### src/rtl/rtc_upd_pkg.sv
package rtc_upd_pkg;
  typedef enum logic [1:0] {
    SEL_STATUS = 2'd0,
    SEL_CTRL   = 2'd1,
    SEL_EVENT  = 2'd2,
    SEL_NONE   = 2'd3
  } rtc_sel_e;

  localparam int STAT_BUSY_BIT = 7;
  localparam int CTRL_FRZ_BIT  = 7;
  localparam int CTRL_IEN_BIT  = 4;
  localparam int EVT_REQ_BIT   = 7;
  localparam int EVT_DONE_BIT  = 4;
endpackage

### src/rtl/rtc_subsec_timer.sv
module rtc_subsec_timer #(
  parameter int TICKS_PER_SEC = 32768,
  parameter int UIP_TICKS     = 8
) (
  input  logic clk,
  input  logic rst,
  input  logic tick_en,
  input  logic freeze,
  output logic busy,
  output logic done
);
  localparam int CW = $clog2(TICKS_PER_SEC);
  localparam logic [CW-1:0] LAST = CW'(TICKS_PER_SEC - 1);
  localparam logic [CW-1:0] WIN  = CW'(TICKS_PER_SEC - UIP_TICKS);

  logic [CW-1:0] cnt_q;
  logic          at_last;

  assign at_last = (cnt_q == LAST);
  assign busy    = !freeze && (cnt_q >= WIN);
  assign done    = tick_en && at_last && !freeze;

  always_ff @(posedge clk) begin
    if (rst)          cnt_q <= '0;
    else if (tick_en) cnt_q <= at_last ? '0 : cnt_q + 1'b1;
  end

  // the counter wraps to zero on the last tick
  assert_wrap_to_zero_R2: assert property (@(posedge clk) disable iff (rst)
    tick_en && at_last |=> cnt_q == '0);
  // an update only completes after the busy window was shown
  assert_busy_before_done_R1: assert property (@(posedge clk) disable iff (rst)
    done |-> busy);
endmodule

### src/rtl/rtc_status_regs.sv
module rtc_status_regs
  import rtc_upd_pkg::*;
(
  input  logic       clk,
  input  logic       rst,
  input  logic [1:0] bus_addr,
  input  logic       bus_rd,
  input  logic       bus_wr,
  input  logic [7:0] bus_wdata,
  output logic [7:0] bus_rdata,
  input  logic       busy,
  input  logic       done,
  output logic       freeze,
  output logic       irq,
  output logic       sec_advance
);
  rtc_sel_e   sel;
  logic [7:0] ctrl_q;
  logic       done_q, req_q, line_q, gap_q, sec_q;
  logic       rd_evt, wr_ctrl, ien, ien_rise, raise;

  assign sel      = rtc_sel_e'(bus_addr);
  assign rd_evt   = bus_rd && (sel == SEL_EVENT);
  assign wr_ctrl  = bus_wr && (sel == SEL_CTRL);
  assign ien      = ctrl_q[CTRL_IEN_BIT];
  assign freeze   = ctrl_q[CTRL_FRZ_BIT];
  assign ien_rise = wr_ctrl && bus_wdata[CTRL_IEN_BIT] && !ien;
  assign raise    = (done && ien) || (ien_rise && done_q);

  always_comb begin
    bus_rdata = '0;
    if (bus_rd) begin
      unique case (sel)
        SEL_STATUS: bus_rdata[STAT_BUSY_BIT] = busy;
        SEL_CTRL:   bus_rdata = ctrl_q;
        SEL_EVENT: begin
          bus_rdata[EVT_REQ_BIT]  = req_q;
          bus_rdata[EVT_DONE_BIT] = done_q;
        end
        default:    bus_rdata = '0;
      endcase
    end
  end

  always_ff @(posedge clk) begin
    if (rst) begin
      ctrl_q <= '0;
      done_q <= 1'b0;
      req_q  <= 1'b0;
      line_q <= 1'b0;
      gap_q  <= 1'b0;
      sec_q  <= 1'b0;
    end else begin
      sec_q <= done;
      gap_q <= 1'b0;
      if (wr_ctrl) ctrl_q <= bus_wdata;
      if (rd_evt) begin
        done_q <= 1'b0;
        req_q  <= 1'b0;
        line_q <= 1'b0;
      end
      if (done) done_q <= 1'b1;
      if (raise) begin
        req_q  <= 1'b1;
        line_q <= 1'b1;
        gap_q  <= line_q;
      end
    end
  end

  assign irq         = line_q && !gap_q;
  assign sec_advance = sec_q;

  // completion sets the done flag
  assert_done_flag_R2: assert property (@(posedge clk) disable iff (rst)
    done |=> done_q);
  // enabled completion raises the request flag and the line
  assert_req_on_done_R3: assert property (@(posedge clk) disable iff (rst)
    done && ien |=> req_q && line_q);
  // a read without a new event clears everything
  assert_clear_on_read_R5: assert property (@(posedge clk) disable iff (rst)
    rd_evt && !done |=> !done_q && !req_q && !irq);
  // enable edge with a pending flag asserts the line
  assert_late_enable_R6: assert property (@(posedge clk) disable iff (rst)
    ien_rise && done_q |=> line_q);
  // a repeat event while high opens a one-cycle gap
  assert_repulse_gap_R8: assert property (@(posedge clk) disable iff (rst)
    done && ien && line_q |=> !irq ##1 irq);
  // no strobe while frozen
  assert_frozen_no_strobe_R4: assert property (@(posedge clk) disable iff (rst)
    freeze |=> !sec_q);
  // completion beats a colliding read
  assert_read_loses_R10: assert property (@(posedge clk) disable iff (rst)
    rd_evt && done |=> done_q);
endmodule

### src/rtl/rtc_update_ctrl.sv
module rtc_update_ctrl #(
  parameter int TICKS_PER_SEC = 32768,
  parameter int UIP_TICKS     = 8
) (
  input  logic       clk,
  input  logic       rst,
  input  logic       tick_en,
  input  logic [1:0] bus_addr,
  input  logic       bus_rd,
  input  logic       bus_wr,
  input  logic [7:0] bus_wdata,
  output logic [7:0] bus_rdata,
  output logic       irq,
  output logic       sec_advance
);
  logic busy, done, freeze;

  rtc_subsec_timer #(
    .TICKS_PER_SEC(TICKS_PER_SEC),
    .UIP_TICKS    (UIP_TICKS)
  ) u_timer (
    .clk    (clk),
    .rst    (rst),
    .tick_en(tick_en),
    .freeze (freeze),
    .busy   (busy),
    .done   (done)
  );

  rtc_status_regs u_regs (
    .clk        (clk),
    .rst        (rst),
    .bus_addr   (bus_addr),
    .bus_rd     (bus_rd),
    .bus_wr     (bus_wr),
    .bus_wdata  (bus_wdata),
    .bus_rdata  (bus_rdata),
    .busy       (busy),
    .done       (done),
    .freeze     (freeze),
    .irq        (irq),
    .sec_advance(sec_advance)
  );

  // outputs quiet in the cycle after reset
  assert_reset_quiet_R11: assert property (@(posedge clk)
    rst |=> !irq && !sec_advance);
endmodule

### config.mk
export PLATFORM = sky130hd
export DESIGN_NAME = rtc_update_ctrl
export DESIGN_NICKNAME = d
export VERILOG_FILES = /design/src/rtl/rtc_upd_pkg.sv /design/src/rtl/rtc_subsec_timer.sv /design/src/rtl/rtc_status_regs.sv /design/src/rtl/rtc_update_ctrl.sv
export SDC_FILE = /design/constraint.sdc
export NUM_CORES = 1
export LEC_CHECK = 0
export ABC_AREA = 1
export BUFFER_PORTS_ARGS = -buffer_cell sky130_fd_sc_hd__buf_2
export CAP_MARGIN = 10
export CORE_MARGIN = 3
export CORE_UTILIZATION = 30
export CTS_CLUSTER_SIZE = 24
export DETAILED_ROUTE_END_ITERATION = 16
export PLACE_DENSITY = 0.51
export SLEW_MARGIN = 5
export SYNTH_ARGS = -nofsm -noshare
export SYNTH_HDL_FRONTEND = slang
export SYNTH_HIERARCHICAL = 1
export SYNTH_SLANG_ARGS = --single-unit
### constraint.sdc
create_clock -name clk -period 2.05 [get_ports clk]
set_clock_uncertainty 0.15 [all_clocks]
set_input_delay 0.3075 -clock clk [delete_from_list [all_inputs] [get_ports clk]]
set_output_delay 0.3075 -clock clk [all_outputs]
set_load 0.02 [all_outputs]
==> summary.md, run 1 <==
| Metric | Value |
|---|---|
| Status | `finished, final reports clean` |
| Max Cap Viol | `0` |
| DR pass1 iterations | `4` |
| Netlist cell types | `26` |
| Seq/Total Area, Yosys | `37.1%` |
| Pleak | `0.847 nW` |
| Worst-path maximum fanout | `3` |
| Fin util | `39.6%` |
| Yosys warnings | `6` |
| RSZ-0062 raised after global routing | `true` |
| Share of cells above drive strength 1 | `between 30% and 40%` |
| Die width | `75.7 µm` |
| Crit end category | `output port` |
| Post-synthesis cell area | `about 1500 µm²` |
| Number of vias per cell | `roughly 4.4` |
| IR drop worst, VDD | `approximately 0.00025 V` |
| Initial antenna violation count | `0` |
| Critical Path RT | `1590 ps` |
| Overall global routing resource usage | `11.8%` |
| Initial core utilization | `32.3%` |
| Most common cell after layout, fill and taps aside | `nor2_1` |
| Area Growth Syn to Fin | `22.3%` |
| Dpl hpwl | `approximately 2400 µm` |
| CP dominant cell by count | `nand2_1` |
| Mapped Cells | `200` |
| Final WS setup | `57.3 ps` |
| CP bufs+invs | `2` |
| Max frequency | `roughly 500 MHz` |
| Die Area | `roughly 5700 µm²` |
| Fin Hold WS | `125 ps` |
| CTS buffer count | `3` |
| Avg Cell Area, Syn | `7.28 µm²` |
| Hold Path Origin | `bus_wdata[6]` |
| Vias | `about 1,200` |
| Global route hottest layer | `met2` |
| CP peak stage delay | `370 ps` |
| Worst R2R Start | `u_timer/cnt_q[0]` |
| Final #Nets | `around 260` |
| Placed inst area | `around 1600 µm²` |
| Seq cells post-synth | `27` |
| Cells along the critical path | `nand2_2 -> nor2_4 -> nand4_1 -> a21oi_2 -> nand2_1 -> nand3_1 -> nand2_1 -> inv_1 -> buf_6` |
| Setup CP Type | `reg -> out` |
| Worst-skew pair later-pin latency | `270 ps` |
| Root Driver | `clkbuf_8` |
| Vias in the first global route | `1,183` |
| Setup TNS | `0 ps` |
| Gr ovfl total | `0` |
| DR DRC count | `0` |
| DR iter-0 viols | `50` |
| Arr. time, crit path | `~1500 ps` |
| H-tree depth | `1` |
| HP Class | `in -> reg` |
| Ant diodes | `0` |
| Fin. max-slew vios | `0` |
| Tcrit/Tclk final | `97.2%` |
| Final wirelength | `between 3000 and 4000 µm` |
| Routed Antenna Nets | `0` |
| Syn_nets | `221` |
| Global-route wire length before repair | `roughly 5200 µm` |
| Pre-CTS WS | `225 ps` |
| Port Buffers | `24` |
| Top Ports | `25` |
| Final hold vios | `0` |
| Die H | `75.7 µm` |
| Critical Path Slowest Stage Cell | `dfxtp_2` |
| Critical path launch point | `u_timer/cnt_q[6]` |
| Drt wl/cell | `10.6 µm` |
| Maximum root-to-sink buffer count | `2` |
| Tmin final | `1990 ps` |
| # fillers | `492` |
| Rows | `24` |
| Clock Sinks | `27` |
| Largest net degree at the start of global routing | `16` |
| M2 GR Usage | `17.4%` |
| Clock transition at the registers of the reported paths | `90 ps` |
| Final instance area | `1780 µm²` |
| Power Density | `~520 nW/µm²` |
| Worst-margin pin slew | `about 260 ps` |
| Grt met1 use | `between 15 and 20%` |
| Core footprint | `4500 µm²` |
| Routability Congestion | `0.847` |
| Met3 Usage GRT | `1.85%` |
| Relative slew slack | `83.0%` |
| Critical path's top delay family | `simple AND/OR/NAND/NOR gates` |
| Final Setup Violations | `0` |
| Most frequent cells in the layout | `nor2_1 (43), nand2_1 (31), buf_2 (23)` |
| Startpoint types | `register` |
| CTS tree | `built` |
==> worst paths after layout <==
path / endpoint / slack (ps) / depth (start not counted)
worst max register to register: u_regs/gap_q / 320 / 11
worst max-delay path: bus_rdata[7] / 60 / 9
worst min register to register: u_regs/gap_q / 340 / 2
worst min-delay path: u_regs/ctrl_q[6] / 120 / 3
==> state kept, by name, summed over array words and instances, names as in the netlist <==
name and count:
u_regs/ctrl_q 8, u_regs/done_q 1, u_timer/cnt_q 15, u_regs/sec_advance 1, u_regs/line_q 1, u_regs/gap_q 1
==> through the flow <==
step                      power, mW  std cells
after floorplan               0.606        200
after global placement        0.639        277
after detailed placement      0.639        277
after CTS                     0.950        281
after global routing          0.989        285
final                         0.931        285
==> Yosys cell counts <==
cell	instances	share of area, %
a21boi_0	1	0.52
a21oi_1	4	1.4
a21oi_2	2	1.2
buf_6	1	0.77
clkbuf_1	1	0.26
dfxtp_1	27	37
ha_1	6	5.2
inv_1	20	5.2
inv_2	7	1.8
nand2_1	36	9.3
nand2_2	5	2.1
nand2_4	3	2.3
nand2_8	1	1.4
nand3_1	11	3.8
nand3_2	1	0.69
nand4_1	2	0.86
nor2_1	46	12
nor2_2	1	0.43
nor2_4	4	3.1
nor2_8	1	1.4
nor3_1	1	0.34
o21ai_0	8	2.7
o21bai_1	1	0.52
o22ai_1	1	0.43
xnor2_1	2	1.2
xor2_1	7	4.2
==> repair_timing <==
action	in CTS	in global routing
pin swaps	0	6
setup endpoints to repair	1	1
setup buffers	0	4
hold buffers	0	0
resized for setup	12	11
==> worst min-delay path, stage by stage <==
cell and delay [ps]:
buf_2 70, o21ai_0 70, nor2_1 70
==> logic make-up after synthesis <==
kind of cell | count (synthesis) | share of synthesized area (%)
flops | 27 | 37.1
buf+inv | 29 | 7.99
fa+ha+maj | 6 | 5.15
compound gates | 17 | 6.79
xor+xnor | 9 | 5.41
simple gates | 112 | 37.5
==> area by class of cell <==
type	instances	area, µm²	share of cell area (%)
multi-input combinational	144	838	47.1
clock inverter	1	5.00	0.281
tap	52	65.1	3.65
sequential	27	552	31.0
inverter	27	101	5.69
clock buffer	3	41.3	2.32
timing repair buffer	31	179	10.0
==> metal layers <==
layer / up-vias / share of wire, %
met5: - / 0
met4: 0 / 1.1
met3: 2 / 1.6
met2: 11 / 45
li1: 677 / -
met1: 551 / 52
==> power breakdown <==
part | total, mW | switching [mW] | internal [mW]
Sequential | 0.544 | 0.00866 | 0.535
Combinational | 0.0814 | 0.0502 | 0.0312
Clock | 0.306 | 0.170 | 0.136
Total | 0.931 | 0.229 | 0.702
Note: power is estimated with default switching activity, not from simulation.
==> run 2, diff against run 1 <==
--- a/constraint.sdc
+++ b/constraint.sdc
@@ -4,2 +4,2 @@
 set_output_delay 0.3075 -clock clk [all_outputs]
-set_load 0.02 [all_outputs]
+set_load 0.1 [all_outputs]
==> summary.md, run 2 (same netlist as run 1, synthesis figures left out) <==
| Metric | Value |
|---|---|
| Arr. time, crit path | `1580 ps (+40 ps)` |
| Tmin final | `2040 ps (+45.7 ps)` |
| Final wirelength | `3190 µm (+5.4%)` |
| Hold worst-path end | `u_regs/ctrl_q[3]` |
| Max Cap Viol | `0 (unchanged)` |
| Die width | `75.7 µm (unchanged)` |
| Core footprint | `4500 µm² (unchanged)` |
| Vias in the first global route | `1,201 (+1.5%)` |
| Routed Antenna Nets | `0 (unchanged)` |
| Met3 Usage GRT | `1.98% (+0.13 points)` |
| Vias | `1,281 (+3.2%)` |
| DR pass1 iterations | `4 (unchanged)` |
| Final Setup Violations | `0 (unchanged)` |
| Crit Reg-Reg Endpoint | `u_regs/gap_q` |
| Clock transition at the registers of the reported paths | `100 ps (about the same)` |
| Crit end category | `output port` |
| Initial core utilization | `32.3% (unchanged)` |
| Grt met1 use | `18.8% (+1.8 points)` |
| RSZ-0062 raised after global routing | `true` |
| Area Growth Syn to Fin | `35.1%` |
| Ant diodes | `0 (unchanged)` |
| Routability Congestion | `0.882 (+4.1%)` |
| Pleak | `0.886 nW (+4.7%)` |
| Critical Path RT | `1590 ps (about the same)` |
| Drt wl/cell | `11.0 µm (+3.6%)` |
| Worst-path maximum fanout | `4 (+1)` |
| Die Area | `5730 µm² (unchanged)` |
| Worst-skew pair later-pin latency | `280 ps (about the same)` |
| Largest net degree at the start of global routing | `17 (+1)` |
| Power Density | `493 nW/µm² (-5.7%)` |
| Global route hottest layer | `met1` |
| IR drop worst, VDD | `0.000282 V (+13%)` |
| Clock Sinks | `27 (unchanged)` |
| Overall global routing resource usage | `12.5% (+0.64 points)` |
| Final hold vios | `0 (unchanged)` |
| Final #Nets | `260 (+2.0%)` |
| Dpl hpwl | `2440 µm (+3.3%)` |
| Initial antenna violation count | `0 (unchanged)` |
| Fin. max-slew vios | `0 (unchanged)` |
| Worst-margin pin slew | `483 ps (+227 ps)` |
| Most frequent cells in the layout | `nor2_1 (36), nand2_1 (30), inv_1 (19)` |
| Total Power | `971 µW (+4.2%)` |
| Global-route wire length before repair | `5450 µm (+4.6%)` |
| Top Registers | `u_timer/cnt_q (15), u_regs/ctrl_q (8)` |
| Fin Hold WS | `120 ps (-5.18 ps)` |
| Share of cells above drive strength 1 | `40.8% (+6.9 points)` |
| CTS buffer count | `3 (unchanged)` |
| Rows | `24 (unchanged)` |
| Startpoint types | `register` |
| Reg2reg setup slack | `250 ps (-70 ps)` |
| HP Class | `in -> reg` |
| Top Ports | `25 (unchanged)` |
| Port Buffers | `24 (unchanged)` |
| DR iter-0 viols | `32 (-36%)` |
| Tcrit/Tclk final | `99.4% (+2.2 points)` |
| DR DRC count | `0 (unchanged)` |
| Max frequency | `491 MHz (-2.2%)` |
| Relative slew slack | `68.0% (-15 points)` |
| Gr ovfl total | `0 (unchanged)` |
| M2 GR Usage | `17.4% (unchanged)` |
| Hold Path Origin | `bus_wdata[3]` |
| Max reg flops | `15 (unchanged)` |
| Biggest register | `u_timer/cnt_q` |
| Number of vias per cell | `4.42 (+1.4%)` |
| CTS tree | `built` |
| H-tree depth | `1 (unchanged)` |
| Status | `finished, final reports clean` |
| Root Driver | `clkbuf_8` |
| Worst R2R Start | `u_timer/cnt_q[1]` |
| Die H | `75.7 µm (unchanged)` |
| Hold-critical path depth | `3 (unchanged)` |
| R2R depth | `11 (unchanged)` |
| Maximum root-to-sink buffer count | `2 (unchanged)` |
| Hold_buf cts | `0 (unchanged)` |
| Setup CP Type | `reg -> out` |
| Most common cell after layout, fill and taps aside | `nor2_1` |
==> run 2: stage by stage <==
step           util, %  std cells  setup WS [ps]  setup TNS [ps]  cell area, µm²
2_1_floorplan        -        200          -7.80           -7.80            1480
3_3_place_gp      40.3        280            144               0            1820
3_5_place_dp      40.3        280            178               0            1820
4_1_cts           43.1        289          -22.2           -22.2            1940
5_1_grt           43.7        290           -144            -144            1970
6_report          43.7        290           11.6               0            1970
==> run 2: critical path: stages, from the launching register on <==
cell	delay (ps)
dfxtp_2	380
nand2_1	110
nor2_4	130
nand4_1	120
a21oi_2	130
nand2_1	70
nand3_2	60
nand2_2	60
clkinvlp_4	80
buf_12	160
==> run 2: timing repair <==
action | 4_1_cts | 5_1_grt
setup endpoints to repair | 1 | 1
hold endpoints to repair | 0 | 0
resized for setup | 19 | 6
pin swaps | 4 | 1
setup buffers | 5 | 1
==> run 2: area by class of cell <==
| type | count | area [µm²] |
|---|---|---|
| Clock buffer | 3 | 41.3 |
| Clock inverter | 1 | 7.51 |
| Fill cell | 463 | 2540 |
| Inverter | 27 | 105 |
| Multi-Input combinational cell | 144 | 865 |
| Sequential cell | 27 | 554 |
| Tap cell | 52 | 65.1 |
| Timing Repair Buffer | 36 | 330 |
==> run 2: routing by layer <==
layer / up-vias / share of wire [%]
li1: 693 / -
met1: 565 / 51
met2: 18 / 44
met3: 5 / 2.3
met4: 0 / 1.7
met5: - / 0
==> run 2: worst max-delay path by stage <==
stage,from,endpoint,slack [ps],depth (start not counted)
after detailed placement,u_timer/cnt_q[8],bus_rdata[7],180,11
final,u_timer/cnt_q[5],bus_rdata[7],10,9
after CTS,u_timer/cnt_q[10],bus_rdata[7],-20,11
after global placement,u_timer/cnt_q[8],bus_rdata[7],140,11
after floorplan,bus_addr[1],bus_rdata[4],-8,5
after global routing,u_timer/cnt_q[10],bus_rdata[7],-140,11
==> run 2: where the power goes <==
| group | internal (mW) | switching [mW] |
|---|---|---|
| logic | 0.0395 | 0.0638 |
| clock network | 0.139 | 0.185 |
| registers | 0.535 | 0.00859 |
| total | 0.714 | 0.257 |
